File: src/rtl/i2s_mono_split.sv
module i2s_mono_split #(
  parameter int SLOT_BITS = 32
) (
  input  logic clk,
  input  logic rst,
  input  logic ws_in,
  input  logic sd_in,
  input  logic same_pol,
  input  logic mute_n,
  output logic bclk_out,
  output logic ws_l,
  output logic sd_l,
  output logic ws_r,
  output logic sd_r
);
  localparam int LINE = 2 * SLOT_BITS;

  logic [LINE-1:0] line_q;
  logic            ws_dly_q;
  logic            tap_mid, tap_end, flip, nxt_r, nxt_l;

  assign tap_mid  = line_q[SLOT_BITS-1];
  assign tap_end  = line_q[LINE-1];
  assign flip     = ~same_pol & ~ws_dly_q;
  assign nxt_r    = ws_in ? sd_in   : (tap_mid ^ flip);
  assign nxt_l    = ws_in ? tap_mid : (tap_end ^ flip);
  assign bclk_out = ~clk;

  always_ff @(posedge clk) begin
    if (rst) begin
      line_q   <= '0;
      ws_dly_q <= 1'b0;
      ws_l     <= 1'b0;
      ws_r     <= 1'b0;
      sd_l     <= 1'b0;
      sd_r     <= 1'b0;
    end else begin
      line_q   <= {line_q[LINE-2:0], sd_in};
      ws_dly_q <= ws_in;
      ws_l     <= ~ws_in;
      ws_r     <= ~ws_in;
      sd_l     <= mute_n & nxt_l;
      sd_r     <= mute_n & nxt_r;
    end
  end
endmodule

File: config.mk
export PLATFORM = sky130hd
export DESIGN_NAME = i2s_mono_split
export DESIGN_NICKNAME = d
export VERILOG_FILES = /design/src/rtl/i2s_mono_split.sv
export SDC_FILE = /design/constraint.sdc
export NUM_CORES = 1
export LEC_CHECK = 0
export BUFFER_PORTS_ARGS = -buffer_cell sky130_fd_sc_hd__buf_2
export CAP_MARGIN = 40
export CORE_UTILIZATION = 35
export CTS_CLUSTER_DIAMETER = 40
export DETAILED_ROUTE_END_ITERATION = 8
export PLACE_DENSITY_LB_ADDON = 0.12
export SYNTH_ARGS = -nofsm -noshare
export SYNTH_HDL_FRONTEND = slang
export SYNTH_SLANG_ARGS = --single-unit
File: constraint.sdc
create_clock -name clk -period 0.9 [get_ports clk]
set_input_delay 0.135 -clock clk [delete_from_list [all_inputs] [get_ports clk]]
set_output_delay 0.135 -clock clk [all_outputs]
set_load 0.01 [all_outputs]
==> results.md <==
Critical path:
- The startpoint of the worst setup timing path is clk.
- Data arrives at the worst endpoint at 0.82 ns.
- The total buffers and inverters traversed by the critical path is 4.
- The kind of end point of the critical path is a primary output.
- The worst-path maximum fanout is 6.
- The critical-path cell with the highest stage delay is sky130_fd_sc_hd__clkbuf_16.
- The startpoint of the worst register-to-register path is ws_dly_q$_SDFF_PP0_.
- At the worst endpoint, the required time is 0.76 ns.
- The worst setup path category is clk -> out.
- The cell type group with the largest total delay on the critical path is buffers and inverters.
- The critical path's largest stage delay is 0.14 ns.
- The register-to-register setup slack is 0 ns.
- Walking the worst path, the cells encountered are clkbuf_16 -> buf_8 -> clkinv_4 -> buf_6.
- STA classifies the critical path startpoint as a clock port.

Pwr:
- The largest voltage drop on the vdd net is 1.36 mV.
- Power comes to 0.00605 W.
- The leakage power is 0.926 nW.
- Dividing total power by cell area gives a power density of 2650 mW/mm^2.

Floorplan:
- The floorplan step set the die width to 75.6 um.
- The site row count is 26.
- The core footprint is 0.00517 sq mm.
- The die covers 0.00571 sq mm.
- The die is 75.6 um tall.
- The initial core utilization is 36.6%.
- During I/O placement, the number of pins put on the boundary was 11.

Timing:
- Setup total negative slack on the finished layout was measured at -0.0555 ns.
- The final max-slew violation count was 0.
- The setup slack after layout is -0.0555 ns.
- In this run the tightest slew margin relative to its limit is 79.9%.
- Clock skew on the completed layout was measured at 0.106 ns.
- Setup violations remaining at the end of the flow were counted as 1.
- Setup repair after global routing could not meet its margin everywhere.
- At the pin with the least slew margin, the transition time is 0.302 ns.
- The number of hold-slack violations in the final timing report is 0.

Cells and area:
- The post-route netlist has 19.2% of its cells at a drive strength greater than 1.
- The number of cells in the finished layout apart from fillers is 247.
- Compared with the post-synthesis result, the final layout area differs by 20.7%.
- The final design instance area without fill is 0.00229 sq mm.
- The final-stage net count is 178.
- The repair_antennas step left the layout with diodes totalling 0.
- The final-layout fill cell count is 494.

Routing:
- Before antenna repair, the detailed router went through 4 iterations.
- The post-route antenna net violation count is 0.
- The routed layout has 969 vias.
- The DRC violation count after routing is 0.
- The wire length reported by the detailed router is 2.41 mm.
- The vias per cell is 3.92.
- The number of DRC violations after detailed-routing iteration 0 is 17.
- In the final routed layout, each cell accounts on average for 9.75 um.

Synth:
- sky130_fd_sc_hd__dfxtp_1 is the most common cell in the netlist.
- The cell type contributing the most total cell area after synthesis is sky130_fd_sc_hd__dfxtp_1.
- The average instance in the mapped netlist occupies 12.5 sq um.
- The share of the Yosys chip area taken by registers is 71.9%.
- The leading register cell type out of synthesis is sky130_fd_sc_hd__dfxtp_1.
- By count the netlist is led by sky130_fd_sc_hd__dfxtp_1, sky130_fd_sc_hd__nor2b_1, sky130_fd_sc_hd__buf_4.
- The number of cells produced by synthesis is 152.
- Synthesis produced a netlist with a net count of 158.
- After synthesis, the cell types taking the most area are sky130_fd_sc_hd__dfxtp_1, sky130_fd_sc_hd__nor2b_1, sky130_fd_sc_hd__buf_4.
- The synthesized netlist occupies a cell area of 0.00189 sq mm.
- The fraction of registers with async set/reset is 0%.
- For this run, the number of Yosys warnings is 0.
- The share of the synthesized area in the top cell type is 71.9%.
- The post-synthesis cell type count is 11.
- Yosys mapped a number of flops with a built-in enable equal to 0.
- The flip-flop and latch count after synthesis is 68.

Global route:
- The global-route wire length before repair is 4.18 mm.
- The initial antenna violation count is 0.
- The largest net degree at the start of global routing is 24.
- The aggregate global-route resource usage is 10.8%.
- The number of global-route vias before repair is 928.
- The overflow left after global routing is 0.

Placed design:
- In this run, placement finished with an instance count of 227.
- The number of input and output port buffers inserted is 10.
- Summed over all nets, the half-perimeter wirelength after detailed placement is 1.41 mm.
- The congestion estimate from routability-driven global placement came to 0.728.
- Before CTS, the worst setup slack after placement is -0.0268 ns.
- The placed instances occupy a cell area of 0.00204 sq mm.

Clock tree:
- Clock latency on the worst-skew pair, taken at its later pin, is 0.38 ns.
- The cell sitting at the root of the clock tree is a sky130_fd_sc_hd__clkbuf_8.
- The number of clock buffers inserted by TritonCTS is 9.
- The TritonCTS clock tree is done.
- Clock-pin slew was measured on the worst setup and hold paths at 0.07 ns.
- The clock passes through at most 2 buffers.
- The H-tree generated during clock tree synthesis spans 3 levels.

Hold path:
- The class of the tightest hold or removal check is in -> reg.
- The startpoint of the worst hold path is ws_in.

Status:
- The flow ran to the end, but the final reports show violations.
- The checks that failed: negative setup slack.

Job:
- Max-cap violations in this run came to 0.
## per-stage QoR
| stage | util, % | hold WS (ns) |
|---|---|---|
| after detailed placement | 39.4 | 0.270 |
| after global routing | 44.2 | 0.0781 |
| after floorplan | - | 0.179 |
| after global placement | 39.4 | 0.270 |
| after CTS | 44.0 | 0.0785 |
| final | 44.2 | 0.0731 |
## worst register-to-register path, stage by stage, from the launching register on
cell	delay, ns
sky130_fd_sc_hd__dfxtp_2	0.33
sky130_fd_sc_hd__o21a_1	0.17
sky130_fd_sc_hd__o311a_1	0.29
## state kept, by name, indices dropped and copies added, names as in the netlist
name and flops:
sd_l 1, ws_dly_q 1, ws_r 1, sd_r 1
line_q 64
## layer usage
metal	track usage (%)	part of all wire, %
met4	8.85	1.6
met3	6.75	4.6
met1	12.9	53
met2	13.4	41
met5	0	0
## where the power goes
| group | switching (W) | leakage, nW | internal (W) | total, W |
|---|---|---|---|---|
| registers | 0.00000561 | 0.549 | 0.00303 | 0.00303 |
| logic | 0.0000689 | 0.245 | 0.0000523 | 0.000121 |
| clock network | 0.00115 | 0.132 | 0.00175 | 0.00290 |
## cell families (layout without fill, tap and decap cells)
kind of cell,after synthesis,in the layout,share of synthesized area [%]
buffers and inverters,9,34,2.97
AO/OA/AOI/OAI,4,4,1.85
flip-flops,68,68,71.9
AND/OR/NAND/NOR,71,71,23.3
## what timing repair did
| action | CTS | global route |
|---|---|---|
| hold buffers | 0 | 0 |
| endpoints found under the setup margin | 7 | 4 |
| resized for setup | 4 | 4 |
| setup buffers | 4 | 0 |
| gates cloned | 0 | 0 |
| pin swaps | 1 | 1 |
## area by class of cell
class / count / area, sq um / share of cell area (%)
flip-flops and latches: 68 / 1360 / 59.7
multi-input cells: 75 / 477 / 20.9
clock buffers: 21 / 244 / 10.7
repair buffers: 12 / 105 / 4.60
well taps: 70 / 87.6 / 3.83
clock inverters: 1 / 8.76 / 0.383
## layout by cell type, fill, tap and decap left out, types with 2 or more instances in the layout
master	n
sky130_fd_sc_hd__nand2b_1	2
sky130_fd_sc_hd__dfxtp_1	66
sky130_fd_sc_hd__o311a_1	2
sky130_fd_sc_hd__nor2b_1	65
sky130_fd_sc_hd__dfxtp_2	2
sky130_fd_sc_hd__buf_4	4
sky130_fd_sc_hd__buf_12	3
sky130_fd_sc_hd__clkbuf_8	11
sky130_fd_sc_hd__clkbuf_1	3
sky130_fd_sc_hd__nor3_1	2
sky130_fd_sc_hd__buf_2	9
sky130_fd_sc_hd__o21a_1	2
## path summary, 6_finish.rpt
check,end,depth (start not counted)
worst max-delay path,bclk_out,4
worst min-delay path,ws_r$_SDFF_PP0_,2
worst max register to register,sd_l$_SDFF_PP0_,2
worst min register to register,line_q[61]$_SDFF_PP0_,1
Power figures use the tool's default switching activity.
